## src/rtl/rect_fill_engine.sv

```systemverilog
module rect_fill_engine #(
  parameter int PIX_W      = 8,
  parameter int PITCH_LOG2 = 11,
  parameter int ADDR_W     = 22,
  parameter int MASK_W     = 32,
  parameter int CRD_W      = 16
) (
  input  logic              clk,
  input  logic              rst_n,
  input  logic              reg_we,
  input  logic [2:0]        reg_addr,
  input  logic [31:0]       reg_wdata,
  output logic              busy,
  output logic              mem_req,
  output logic              mem_we,
  output logic [ADDR_W-1:0] mem_addr,
  output logic [PIX_W-1:0]  mem_wdata,
  input  logic [PIX_W-1:0]  mem_rdata,
  input  logic              mem_ack
);
  localparam int CNT_W  = CRD_W + 1;
  localparam int CIDX_W = $clog2(MASK_W);
  localparam logic [2:0] A_DST = 3'd0, A_SIZE = 3'd1, A_GO = 3'd2, A_MASK = 3'd3,
                         A_FG = 3'd4, A_BG = 3'd5, A_MODE = 3'd6, A_PM = 3'd7;

  typedef enum logic [1:0] {IDLE, STEP, RD, WR} state_t;
  state_t state;

  logic [CRD_W-1:0]  dst_x, dst_y, sz_w, sz_h, x_l, y_l, w_l, h_l, row;
  logic [MASK_W-1:0] mask, mask_l;
  logic [PIX_W-1:0]  fg, bg, pm, fg_l, bg_l, pm_l, old_q;
  logic [5:0]        mode, mode_l;
  logic [CNT_W-1:0]  col, span;

  wire [CRD_W-1:0] wd_hi = reg_wdata[16 +: CRD_W];
  wire [CRD_W-1:0] wd_lo = reg_wdata[0 +: CRD_W];
  wire launch = reg_we && reg_addr == A_GO && state == IDLE;
  wire empty  = wd_hi == '0 || wd_lo == '0;

  assign span = mode_l[5] ? {1'b0, w_l}
                          : (({1'b0, w_l} + CNT_W'(MASK_W - 1)) & ~CNT_W'(MASK_W - 1));
  wire [CIDX_W-1:0] bit_idx = CIDX_W'(MASK_W - 1) - col[CIDX_W-1:0];
  wire mbit     = mask_l[bit_idx];
  wire wr_pix   = mbit || !mode_l[4];
  wire last_col = col == span - 1'b1;
  wire last_row = row == h_l - 1'b1;
  wire advance  = (state == STEP && !wr_pix) || (state == WR && mem_ack);

  wire [PIX_W-1:0] src = mbit ? fg_l : bg_l;
  wire [PIX_W-1:0] rop_out = ({PIX_W{mode_l[0]}} &  src &  old_q) |
                             ({PIX_W{mode_l[1]}} &  src & ~old_q) |
                             ({PIX_W{mode_l[2]}} & ~src &  old_q) |
                             ({PIX_W{mode_l[3]}} & ~src & ~old_q);

  wire [CRD_W-1:0] cur_y = y_l + row;
  assign mem_addr  = (ADDR_W'(cur_y) << PITCH_LOG2) + ADDR_W'(x_l) + ADDR_W'(col);
  assign mem_wdata = (rop_out & pm_l) | (old_q & ~pm_l);
  assign mem_req   = state == RD || state == WR;
  assign mem_we    = state == WR;
  assign busy      = state != IDLE;

  always_ff @(posedge clk or negedge rst_n) begin
    if (!rst_n) begin
      dst_x <= '0; dst_y <= '0; sz_w <= '0; sz_h <= '0; mask <= '0;
      fg <= '0; bg <= '0; pm <= '1; mode <= 6'h03;
    end else begin
      if (reg_we) begin
        case (reg_addr)
          A_DST:         begin dst_x <= wd_hi; dst_y <= wd_lo; end
          A_SIZE, A_GO:  begin sz_w <= wd_hi; sz_h <= wd_lo; end
          A_MASK:        mask <= reg_wdata[MASK_W-1:0];
          A_FG:          fg   <= reg_wdata[PIX_W-1:0];
          A_BG:          bg   <= reg_wdata[PIX_W-1:0];
          A_MODE:        mode <= reg_wdata[5:0];
          default:       pm   <= reg_wdata[PIX_W-1:0];
        endcase
      end
      if (launch && empty) dst_y <= dst_y + wd_lo;
      if (advance && last_col && last_row) dst_y <= dst_y + h_l;
    end
  end

  always_ff @(posedge clk or negedge rst_n) begin
    if (!rst_n) begin
      state <= IDLE; col <= '0; row <= '0; old_q <= '0;
      x_l <= '0; y_l <= '0; w_l <= '0; h_l <= '0; mask_l <= '0;
      fg_l <= '0; bg_l <= '0; pm_l <= '0; mode_l <= '0;
    end else begin
      case (state)
        IDLE: if (launch && !empty) begin
          state <= STEP; col <= '0; row <= '0;
          x_l <= dst_x; y_l <= dst_y; w_l <= wd_hi; h_l <= wd_lo;
          mask_l <= mask; fg_l <= fg; bg_l <= bg; pm_l <= pm; mode_l <= mode;
        end
        STEP: if (wr_pix) state <= RD;
        RD:   if (mem_ack) begin old_q <= mem_rdata; state <= WR; end
        default: ;
      endcase
      if (advance) begin
        if (last_col) begin
          col <= '0;
          if (last_row) state <= IDLE;
          else begin row <= row + 1'b1; state <= STEP; end
        end else begin
          col <= col + 1'b1; state <= STEP;
        end
      end
    end
  end


  req_hold_chk: assert property (@(posedge clk) disable iff (!rst_n)
    mem_req && !mem_ack |=> mem_req && $stable(mem_addr) && $stable(mem_we));

  rmw_pair_chk: assert property (@(posedge clk) disable iff (!rst_n)
    mem_req && !mem_we && mem_ack |=> mem_req && mem_we && $stable(mem_addr));

  pmask_chk: assert property (@(posedge clk) disable iff (!rst_n)
    mem_req && mem_we && $past(mem_req && !mem_we) |->
      ((mem_wdata ^ $past(mem_rdata)) & ~pm_l) == '0);

  clip_chk: assert property (@(posedge clk) disable iff (!rst_n)
    mem_req && mode_l[5] |-> col < {1'b0, w_l});

  hold_cfg_chk: assert property (@(posedge clk) disable iff (!rst_n)
    busy && $past(busy) |-> $stable(w_l) && $stable(mask_l) && $stable(fg_l));

  yadv_chk: assert property (@(posedge clk) disable iff (!rst_n)
    $fell(busy) |-> dst_y == $past(dst_y) + $past(h_l));

  no_launch_chk: assert property (@(posedge clk) disable iff (!rst_n)
    reg_we && reg_addr == A_SIZE && !busy |=> !busy);
endmodule

```

## config.mk

```make
export PLATFORM = sky130hd
export DESIGN_NAME = rect_fill_engine
export DESIGN_NICKNAME = d
export VERILOG_FILES = /design/src/rtl/rect_fill_engine.sv
export SDC_FILE = /design/constraint.sdc
export NUM_CORES = 1
export LEC_CHECK = 0
export BUFFER_PORTS_ARGS = -buffer_cell sky130_fd_sc_hd__buf_2
export CORE_ASPECT_RATIO = 1.5
export CORE_MARGIN = 2
export CORE_UTILIZATION = 42
export CTS_BUF_LIST = sky130_fd_sc_hd__clkbuf_2 sky130_fd_sc_hd__clkbuf_4 sky130_fd_sc_hd__clkbuf_8
export DETAILED_ROUTE_END_ITERATION = 16
export HOLD_SLACK_MARGIN = 0.15
export PLACE_DENSITY_LB_ADDON = 0.1
export SETUP_SLACK_MARGIN = 0.1
export SYNTH_ARGS = -nofsm -noshare
export SYNTH_HDL_FRONTEND = slang
export SYNTH_SLANG_ARGS = --single-unit
```

## constraint.sdc

```tcl
create_clock -name clk -period 7.4 [get_ports clk]
set_input_delay 0.74 -clock clk [delete_from_list [all_inputs] [get_ports clk]]
set_output_delay 0.74 -clock clk [all_outputs]
set_load 0.05 [all_outputs]
```

Word-level counts from Yosys, hierarchy flattened
Index checks and enable logic that the tools add are counted.

Logic and storage cells: 125. Flip-flop bits (word level): 258. Input bits: 47.

Reduce and logical (&&, ||, !) cells: 37. Equality and inequality tests: 14. Bitwise gates (word level): 18. $add $sub $neg: 11. Multiplexer cells: 24. Order comparisons: 1.

Operators by type and width (number): $mux 16 (9); $mux 17 (5); $and 8x8->8 (10); $add 16x16->16 (2); $logic_not 16->1 (2); $or 8x8->8 (4); $not 8->8 (3); $add 22x16->22 (1); $add 22x17->22 (1); $reduce_and 2->1 (10); $add 16x5->17 const B (1); $add 17x1->17 const B (1); $eq 17x17->1 (1); $sub 17x1->17 const B (1); $add 16x1->16 const B (1); $eq 16x16->1 (1); $sub 16x1->16 const B (1); $add 11x11->11 (1); $mux 2 (5); $eq 3x3->1 const B (3); $logic_and 1x1->1 (8); $mux 8 (1); $reduce_or 7->1 (1); $eq 3x2->1 const B (2); other kinds (19) (30).

Logic depth before layout (Yosys ltp)
Gate-level depths: netlist of run 1.

Word-level depth: 11. Gate-level depth with buffers: 15. Depth with buffers taken out: 13.

Worst setup path after synthesis of run 1
No wires, ideal clock.

Path kind: reg-to-output. Start: register row[0]. End: output mem_addr[19]. Arrival: 3.760 ns. Data required time: 6.660 ns. Slack: 2.900 ns. Cell stages (with the launch flop): 14. Path through: dfrtp_1 -> ha_1 -> fa_1 -> xnor2_1 -> fa_1 -> inv_1 -> ha_1 -> nand2_1 -> o21ai_0 -> a21oi_1 -> o21ai_0 -> o21ai_0 -> nand2b_1 -> xnor2_1.

Longest elaborated chain between the ends: 3.

Ends and longest elaborated chain: start: declaration (RTL line 29) `logic [CRD_W-1:0] dst_x, dst_y, sz_w, sz_h, x_l, y_l, w_l, h_l, row;`; start signal: assignment (RTL line 85) `state <= IDLE; col <= '0; row <= '0; old_q <= '0;`; start signal: assignment (RTL line 91) `state <= STEP; col <= '0; row <= '0;`; start signal: assignment (RTL line 103) `else begin row <= row + 1'b1; state <= STEP; end`; $add 11x11->11 (RTL line 55) `wire [CRD_W-1:0] cur_y = y_l + row;`; $add 22x16->22 (RTL line 56) `assign mem_addr = (ADDR_W'(cur_y) << PITCH_LOG2) + ADDR_W'(x_l) + ADDR_W'(col);`; $add 22x17->22 (RTL line 56); end: declaration (RTL line 16) `output logic [ADDR_W-1:0] mem_addr,`.

No other way between the ends.

Worst setup path after layout of run 1
Start: register row[0]. End: output mem_addr[21].

Same word-level chain as after synthesis.

==> out/results.ini, run 1 <==
[outcome]
status=finished clean

[logic_synthesis]
synth_edf_count=0
synth_top_family_by_area=simple AND/OR/NAND/NOR gates
synthAdderAreaFrac_pct=6.95
avgSynthCellArea_um2=9.74
yosysWarningCount=0
synthXorXnorAreaFrac_pct=5.08
yosysTopAreaCell=dfrtp_1
syn_area_um2=14800
synth_top_cell_area_share_pct=41.0
synth_cells=1523
async_flop_share_pct=100
synth-compound-area-share_pct=10.9
ys_seq_area_share_pct=42.8
syn_nets=1647
synth_seq_cells=253
yosys-top-cells-area=dfrtp_1 (41%), mux2_2 (8.5%), nand2_1 (8.2%), ha_1 (5.7%), xnor2_1 (3.2%)
ys.flop_type=dfrtp_1
muxShareOfSynthArea_pct=12.6
synth_simple_gate_area_share_pct=18.3
ys_types=83

[worst_setup_path]
cp-endpoint=mem_addr[21]
r2r-start=state[1]
endpoint_kind=output port
setup.worst_path.start=row[0]
path_max_fanout=6
worstPathArrival_ns=4.33
required_ns=6.66
critical_path_class=reg -> out
r2r_cells=9
r2r_end=row[0]
ff2ff_setup_slack_ns=2.70
worst_setup_path_start_kind=flip-flop

[floorplan]
core_um2=34900
start_util_pct=42.5
rows=84
die_h_um=234
ios=80
dieWidth_um=157
dieArea_um2=36900

[routing]
viasPerCell=5.40
vias=11300
dr.max_layer_used=met4
drcViolationCount=0
wl_met1_um=16500
drt_first_iter_violations=512
ant_nets=0
wirelength_um=38900
wl_met2_um=20000
wl_met3_um=1220
drt_pass1_iterations=4
post_drt_wl_per_cell_um=18.7

[sta]
rsz0062_at_grt=no
setup-violations-final=0
finalHoldViolCount=0
clock.fmax_mhz=197
finalMaxSlewViolations=0
timing.final.crit_period_ns=5.07
fin_crit_sh_pct=68.5
clock-skew-final_ns=0.0264
setup_tns_ns=0
slew_headroom_pct=16.8
worst_pin_slew_ns=1.24

[pwr]
clkPwrFrac_pct=17.2
power.density_nw_per_um2=451
vdd_drop_max_mv=0.488
total_power_uw=7430
swShare_pct=46.4
p_comb_share_pct=50.0
p_leak_uw=0.00801
p_switching_uw=3450
p_int_uw=3980
p_seq_share_pct=32.8

[clock_network]
cts.path.max_buffers=3
root_buffer=clkbuf_8
cts_tree=done
clk_latency_ns=0.59
postCtsSetupBuffers=0
cts.repair.resized=0
numCtsBuffers=41
clock_sinks=253
htreeDepth=2
clk_pin_slew_ns=0.06
ctsHoldBuffers=0

[finish]
nFillCells=3404
seq_area_um2=6340
area_growth_pct=11.1
n_antenna_cell=0
multi_input_area_um2=8000
drive_above_1_share_pct=19.2
nets=1712

[grt]
grt-ovfl-total=0
grt_pass1_vias=11200
grt_max_degree=172
grt_pass1_wl_um=62300
antenna_found_initial=0
grt_usage_pct=21.7

[run]
drv_cap=0

[hold_path]
hp-class=in -> async

[place]
hpwlAfterDp_um=27600
gp_congestion=0.803
io_buffers=79

[registers in the layout, indices dropped and copies added, names as in the netlist, 11 cells and up]
signal / count
x_l: 16
h_l: 16
mask_l: 32
dst_x: 16
col: 17
y_l: 11
mask: 32
row: 16
dst_y: 11
w_l: 16
[power by group through the flow]
stage / Clock, uW / Combinational [uW] / Sequential (uW)
finish: 1280 / 3710 / 2440
global route: 1380 / 4110 / 2520
CTS: 1320 / 3760 / 2440
detailed placement: 0 / 3730 / 2470
global placement: 0 / 3680 / 2460
floorplan: 0 / 3110 / 2180
[metrics by stage]
step / worst slack (ns) / hold WS, ns / util, % / cell area, um2 / instances
floorplan: 2.90 / 0.433 / - / 14800 / 1523
global placement: 2.51 / 0.443 / 44.8 / 15600 / 2018
detailed placement: 2.50 / 0.447 / 44.8 / 15600 / 2018
CTS: 2.25 / 0.155 / 47.2 / 16500 / 2086
global route: 1.91 / 0.189 / 47.2 / 16500 / 2086
finish: 2.33 / 0.167 / 47.2 / 16500 / 2086
[cells by family after synthesis]
family / Yosys count
AND/OR/NAND/NOR: 569
XOR/XNOR: 86
multiplexers: 161
adder cells (fa/ha/maj): 77
AO/OA/AOI/OAI: 252
buffers and inverters: 125
flip-flops: 253
[placed cells by master (no fill, tap or decap), types with 13 or more instances in the layout]
master and n:
inv_1 59, nand3b_1 13, xnor2_1 55, nor3b_1 16, nand3_1 25, clkbuf_4 13, mux2i_1 40, o21ai_0 90
ha_1 68, nor4_1 20, nor2_1 48, clkbuf_8 52, a21oi_1 44, and3_1 23, a21o_1 31, mux2_2 112
xor2_1 31, nand2_1 324, nor3_1 21, buf_2 78, dfrtp_1 243
[critical path: stages, from the launching register on]
cell and delay, ns:
dfrtp_1 0.46, ha_1 0.24, fa_1 0.40, xnor2_1 0.17, fa_1 0.48, inv_1 0.04
ha_1 0.31, nand2_1 0.07, o21ai_0 0.31, a21oi_1 0.11, o21ai_0 0.32, o21ai_0 0.17
nor3b_1 0.26, xnor2_1 0.14, buf_2 0.27
[Yosys cell counts, drive strengths merged, types with 13 or more instances]
master,count
or3,13
nor2,48
nor3b,16
dfrtp,243
inv,60
mux2i,40
nor3,22
mux2,112
a21oi,44
nand2,324
nor4,22
xor2,31
a21o,31
and3,23
nand3b,13
nand3,26
buf,19
ha,68
xnor2,55
clkbuf,46
o21ai,98
[per-layer routing]
layer | up-vias | GRT usage (%)
met5 | - | 0
met4 | 0 | 7.56
met3 | 71 | 3.14
met2 | 186 | 38.4
met1 | 5537 | 27.0
li1 | 5477 | -
[worst min-delay path by stage]
stage,slack [ns],endpoint,start,cells after the start
after floorplan,0.43,bg_l[2],bg[2],2
after global placement,0.44,mode_l[3],mode[3],2
after detailed placement,0.45,bg_l[3],bg[3],2
after CTS,0.16,fg[1],rst_n,1
after global routing,0.19,fg[1],rst_n,1
final,0.17,fg[1],rst_n,1
[cell type report]
class / count / area share [%]
inverters: 60 / 1.37
clock inverters: 3 / 0.205
repair buffers: 87 / 2.90
well taps: 473 / 3.59
multi-input cells: 1145 / 48.5
clock buffers: 65 / 4.93
flip-flops and latches: 253 / 38.5
Note: power is estimated with default switching activity, not from simulation.
==> inputs of run 2 (changes only) <==
==> constraint.sdc (replaced) <==
create_clock -name clk -period 4.59 [get_ports clk]
set_input_delay 0.459 -clock clk [delete_from_list [all_inputs] [get_ports clk]]
set_output_delay 0.459 -clock clk [all_outputs]
set_load 0.05 [all_outputs]
==> run 2 against run 1 <==
Highest routed layer unchanged. Non-clock buffer count up 38. Clock skew increased by 0.0098 ns. Sequential share of layout area fell by 0.96 points. Core utilization is 1.2 points higher. Total power increased by 65%. Critical endpoint is now mem_addr[20]. Cell count is 2.3% higher. Final area up 2.6%. Die area stayed put. Worst setup slack got worse by 2.1 ns. Via count grew 1.1%. Combinational power is 68% higher. Sequential power is 60% higher.
==> out/results.ini, run 2 (same netlist as run 1, synthesis figures left out) <==
[worst_setup_path]
required_ns=4.13  ; -2.53 ns
worst_setup_path_start_kind=flip-flop
r2r_cells=9  ; unchanged
critical_path_class=reg -> out
r2r_end=row[0]
path_max_fanout=3  ; -3
worstPathArrival_ns=3.89  ; -0.44 ns
endpoint_kind=output port
ff2ff_setup_slack_ns=0.66  ; -2.04 ns
r2r-start=w_l[6]

[routing]
viasPerCell=5.34  ; -1.2%
ant_nets=0  ; unchanged
wl_met1_um=16600  ; +0.61%
wl_met2_um=20400  ; +2.4%
wl_met3_um=1080  ; -11%
drt_pass1_iterations=4  ; unchanged
wirelength_um=39300  ; +0.83%
post_drt_wl_per_cell_um=18.4  ; -1.5%
vias=11400  ; +1.1%
drt_first_iter_violations=547  ; +6.8%
drcViolationCount=0  ; unchanged
dr.max_layer_used=met4

[run]
drv_cap=0  ; unchanged

[place]
hpwlAfterDp_um=28000  ; +1.5%
pre_cts_slack_ns=0.430  ; -2.07 ns
gp_congestion=0.841  ; +4.6%
io_buffers=79  ; unchanged

[pwr]
vdd_drop_max_mv=1.03  ; +110%
p_leak_uw=0.00823  ; +2.8%
power.density_nw_per_um2=726  ; +61%

[clock_network]
clk_pin_slew_ns=0.07  ; about the same
clock_sinks=253  ; unchanged
numCtsBuffers=44  ; +7.3%
cts_tree=done
clk_latency_ns=0.59  ; about the same
htreeDepth=2  ; unchanged
root_buffer=clkbuf_8
cts.path.max_buffers=3  ; unchanged

[floorplan]
dieArea_um2=36900  ; unchanged
ios=80  ; unchanged
rows=84  ; unchanged
die_h_um=234  ; unchanged
core_um2=34900  ; unchanged
dieWidth_um=157  ; unchanged
start_util_pct=42.5  ; unchanged

[outcome]
status=finished clean

[finish]
nets=1753  ; +2.4%
largestRegisters=mask: 32 flops, mask_l: 32 flops, col: 17 flops
drive_above_1_share_pct=21.4  ; +2.2 points
final_common_cell=nand2_1
final_cell_mix=nand2_1 (324), dfrtp_1 (241), mux2_2 (112), o21ai_0 (86), buf_2 (74)
n_antenna_cell=0  ; unchanged
area_growth_pct=14.0

[sta]
worst_pin_slew_ns=0.912  ; -0.327 ns
setup-violations-final=0  ; unchanged
finalHoldViolCount=0  ; unchanged
clock.fmax_mhz=230
clock-skew-final_ns=0.0362  ; +0.00984 ns
rsz0062_at_grt=yes
fin_crit_sh_pct=94.7
setup_tns_ns=0  ; unchanged
finalMaxSlewViolations=0  ; unchanged
timing.final.crit_period_ns=4.35
fin_ws_ns=0.245  ; -2.08 ns
slew_headroom_pct=39.2  ; +22 points

[grt]
grt_usage_pct=22.0  ; +0.27 points
antenna_found_initial=0  ; unchanged
grt_pass1_wl_um=63700  ; +2.2%
grt-ovfl-total=0  ; unchanged
grt_pass1_vias=11700  ; +4.0%
grt_max_degree=106  ; -38%

[hold_path]
hold-path-cell-count=2
min_delay_worst_endpoint=w_l[3]
hp-class=in -> reg
min_from=reg_wdata[19]

[run 2: cell types whose count changed in the layout (fill, tap and decap cells not counted), sizes merged]
cell,before,now
clkinv,0,8
clkinvlp,0,1
dlygate4sd3,0,14
inv,63,62
buf,87,111
clkbuf,65,68
[run 2: worst max-delay path, cell delays in order (launching register included)]
cell and delay [ns]:
dfrtp_1 0.39, ha_1 0.23, fa_2 0.52, inv_1 0.05
fa_1 0.47, inv_1 0.04, ha_1 0.33, nand2_1 0.11
nor2_1 0.06, and3_1 0.20, o31a_1 0.31, o21ai_2 0.18
nor2_1 0.08, xor2_1 0.15, buf_4 0.22
[run 2: how the worst max path moves through the flow]
stage                   endpoint  cells after the start  slack, ns  startpoint
floorplan           mem_addr[19]                     13       0.37      row[0]
global placement    mem_addr[21]                     14       0.51      y_l[0]
detailed placement  mem_addr[21]                     14       0.43      y_l[0]
CTS                 mem_addr[21]                     14       0.07      y_l[0]
global route        mem_wdata[3]                     10       0.08      col[0]
finish              mem_addr[20]                     14       0.24      y_l[0]
[run 2: layout make-up]
class	count	area, um2
fill	3417	18000
multi-input combinational	1145	8040
sequential	253	6350
clock buffer	68	830
timing repair buffer	125	808
tap	473	592
inverter	60	225
clock inverter	11	70.1
[run 2: per-stage QoR]
| step | instance area [um2] | cells | total power [uW] | hold WS [ns] | utilization, % |
|---|---|---|---|---|---|
| after detailed placement | 15800 | 2034 | 10000 | 0.448 | 45.1 |
| after CTS | 16800 | 2127 | 12300 | 0.151 | 48.2 |
| after global routing | 16900 | 2135 | 13300 | 0.161 | 48.5 |
| after global placement | 15800 | 2034 | 9940 | 0.442 | 45.1 |
| final | 16900 | 2135 | 12300 | 0.192 | 48.5 |
| after floorplan | 14800 | 1523 | 8540 | 0.163 | - |
[run 2: what timing repair did]
| action | in CTS | in global routing |
|---|---|---|
| hold buffers | 14 | 0 |
| setup buffers | 0 | 8 |
| endpoints found under the hold margin | 121 | 0 |
| pin swaps | 1 | 2 |
| endpoints found under the setup margin | 8 | 9 |
| resized for setup | 7 | 15 |
[run 2: power breakdown]
part	internal [uW]	total, uW	leakage, uW	switching (uW)
registers	3020	3900	0.00316	873
logic	2440	6250	0.00459	3810
clock network	1160	2130	0.000488	966
[run 2: layer usage]
metal / vias up / track usage (%)
li1: 5559 / -
met1: 5624 / 27.3
met2: 162 / 39.3
met3: 53 / 2.75
met4: 0 / 7.39
met5: - / 0
==> inputs of run 3 (changes only) <==
--- a/config.mk
+++ b/config.mk
@@ -13,6 +13,7 @@
 export DETAILED_ROUTE_END_ITERATION = 16
 export HOLD_SLACK_MARGIN = 0.15
 export PLACE_DENSITY_LB_ADDON = 0.1
+export RECOVER_POWER = 50
 export SETUP_SLACK_MARGIN = 0.1
 export SYNTH_ARGS = -nofsm -noshare
 export SYNTH_HDL_FRONTEND = slang
==> run 3 against run 2 <==
Sequential share of layout area rose by 0.067 points. Critical path type unchanged. Non-clock buffer count did not move. Clock power barely moved. Clock-buffer cell count did not move. Total power barely moved. Global-route usage did not move. Highest routed layer unchanged. Worst setup slack barely moved. Final area fell by 0.18%. Clock skew fell by 0.00053 ns. Combinational power barely moved. Wire length fell by 0.14%. Critical endpoint unchanged. Largest cell class unchanged. The run now ends with capacitance limit, slew limit left. Die area did not move.
==> out/results.ini, run 3 (same netlist as run 1, synthesis figures left out) <==
[outcome]
status=finished, violations left
violations=capacitance limit, slew limit

[grt]
grt_usage_pct=22.0  ; unchanged
grt-ovfl-total=0  ; unchanged
antenna_found_initial=0  ; unchanged
grt_pass1_vias=11700  ; unchanged
grt_pass1_wl_um=63700  ; unchanged
grt_max_degree=106  ; unchanged

[sta]
fin_crit_sh_pct=94.7  ; about the same
clock-skew-final_ns=0.0357  ; -0.000533 ns
finalMaxSlewViolations=165  ; +165
worst_pin_slew_ns=2.83  ; +1.92 ns
timing.final.crit_period_ns=4.35  ; +0.000279 ns
rsz0062_at_grt=yes
finalHoldViolCount=0  ; unchanged
setup-violations-final=0  ; unchanged
slew_headroom_pct=-88.8  ; -130 points
clock.fmax_mhz=230  ; about the same
holdWs_ns=0.191  ; -0.000565 ns
setup_tns_ns=0  ; unchanged

[finish]
area_growth_pct=13.8
nets=1753  ; unchanged
largestRegisters=mask: 32 flops, mask_l: 32 flops, col: 17 flops
n_antenna_cell=0  ; unchanged
drive_above_1_share_pct=21.0  ; -0.36 points
final_cell_mix=nand2_1 (324), dfrtp_1 (241), mux2_2 (112), o21ai_0 (86), buf_2 (71)
final_common_cell=nand2_1
final_area_um2=16900  ; -0.18%
nFillCells=3423  ; +0.18%

[clock_network]
root_buffer=clkbuf_8
clk_pin_slew_ns=0.06  ; about the same
cts_tree=done
htreeDepth=2  ; unchanged
clk_latency_ns=0.59  ; about the same
cts.path.max_buffers=3  ; unchanged
clock_sinks=253  ; unchanged
numCtsBuffers=44  ; unchanged

[routing]
wirelength_um=39200  ; -0.14%
ant_nets=0  ; unchanged
post_drt_wl_per_cell_um=18.4  ; -0.14%
viasPerCell=5.35  ; +0.15%
vias=11400  ; +0.15%
drcViolationCount=0  ; unchanged
drt_first_iter_violations=513  ; -6.2%
drt_pass1_iterations=4  ; unchanged

[worst_setup_path]
worstPathArrival_ns=3.89  ; about the same
required_ns=4.13  ; about the same
critical_path_class=reg -> out
path_max_fanout=3  ; unchanged
worst_setup_path_start_kind=flip-flop
endpoint_kind=output port

[place]
hpwlAfterDp_um=28000  ; unchanged
gp_congestion=0.841  ; unchanged
placed_cell_area_um2=15800  ; unchanged
io_buffers=79  ; unchanged

[pwr]
total_power_uw=12300  ; about the same
p_leak_uw=0.00821  ; -0.28%
power.density_nw_per_um2=727  ; +0.12%
vdd_drop_max_mv=1.03  ; about the same

[floorplan]
core_um2=34900  ; unchanged
rows=84  ; unchanged
die_h_um=234  ; unchanged
dieArea_um2=36900  ; unchanged
ios=80  ; unchanged
dieWidth_um=157  ; unchanged
start_util_pct=42.5  ; unchanged

[hold_path]
hp-class=in -> reg

[run]
drv_cap=3  ; +3

==> run 3: cell types whose count changed in the layout (fill, tap and decap cells not counted) <==
cell	delta
clkbuf_2	+3
clkbuf_1	+6
buf_8	-1
buf_2	-3
buf_4	-5
==> run 3: cell type report <==
cell class	count	area (um2)	area share, %
timing repair buffer	125	778	4.61
inverter	60	225	1.33
tap	473	592	3.51
clock inverter	11	70.1	0.415
sequential	253	6350	37.6
multi-input combinational	1145	8040	47.6
clock buffer	68	830	4.92
==> run 3: worst paths after layout <==
check                               from            to  slack (ns)  cells after the start
max                               y_l[0]  mem_addr[20]        0.24                     14
min                        reg_wdata[13]      mask[13]        0.19                      2
max reg2reg                       w_l[6]        row[0]        0.69                      9
min reg2reg                      mask[3]     mask_l[3]        0.45                      2
max in group asynchronous          rst_n        row[1]        1.26                      3
min in group asynchronous          rst_n      dst_y[9]        1.28                      2
==> run 3: layer usage <==
| layer | up-vias | part of all wire (%) | wire (um) | global-route usage [%] |
|---|---|---|---|---|
| met5 | - | 0 | 0 | 0 |
| met4 | 0 | 2.9 | 1120 | 7.39 |
| met3 | 55 | 2.9 | 1130 | 2.75 |
| met2 | 178 | 52 | 20400 | 39.3 |
| met1 | 5626 | 42 | 16500 | 27.3 |
| li1 | 5556 | - | - | - |
==> run 3: metrics by stage <==
step                      cells  setup WS [ns]  util, %
after floorplan            1523          0.371        -
after global placement     2034          0.505     45.1
after detailed placement   2034          0.430     45.1
after CTS                  2127         0.0745     48.2
after global routing       2135         0.0837     48.4
final                      2135          0.245     48.4
==> run 3: worst max-delay path: stages (launching register included) <==
cell	delay, ns
dfrtp_1	0.39
ha_1	0.23
fa_2	0.52
inv_1	0.05
fa_1	0.47
inv_1	0.04
ha_1	0.33
nand2_1	0.11
nor2_1	0.06
and3_1	0.20
o31a_1	0.31
o21ai_2	0.18
nor2_1	0.08
xor2_1	0.15
buf_4	0.22
==> run 3: timing repair <==
item,CTS,global route
setup endpoints to repair,8,9
resized for setup,7,15
pin swaps,1,2
buffers inserted,0,8
hold buffers,14,0
endpoints found under the hold margin,121,0
==> run 3: where the power goes <==
part	total (uW)	switching, uW	leakage [uW]	internal, uW
Combinational	6250	3810	0.00456	2440
Sequential	3900	870	0.00316	3020
Clock	2120	965	0.000488	1160
Total	12300	5640	0.00821	6630
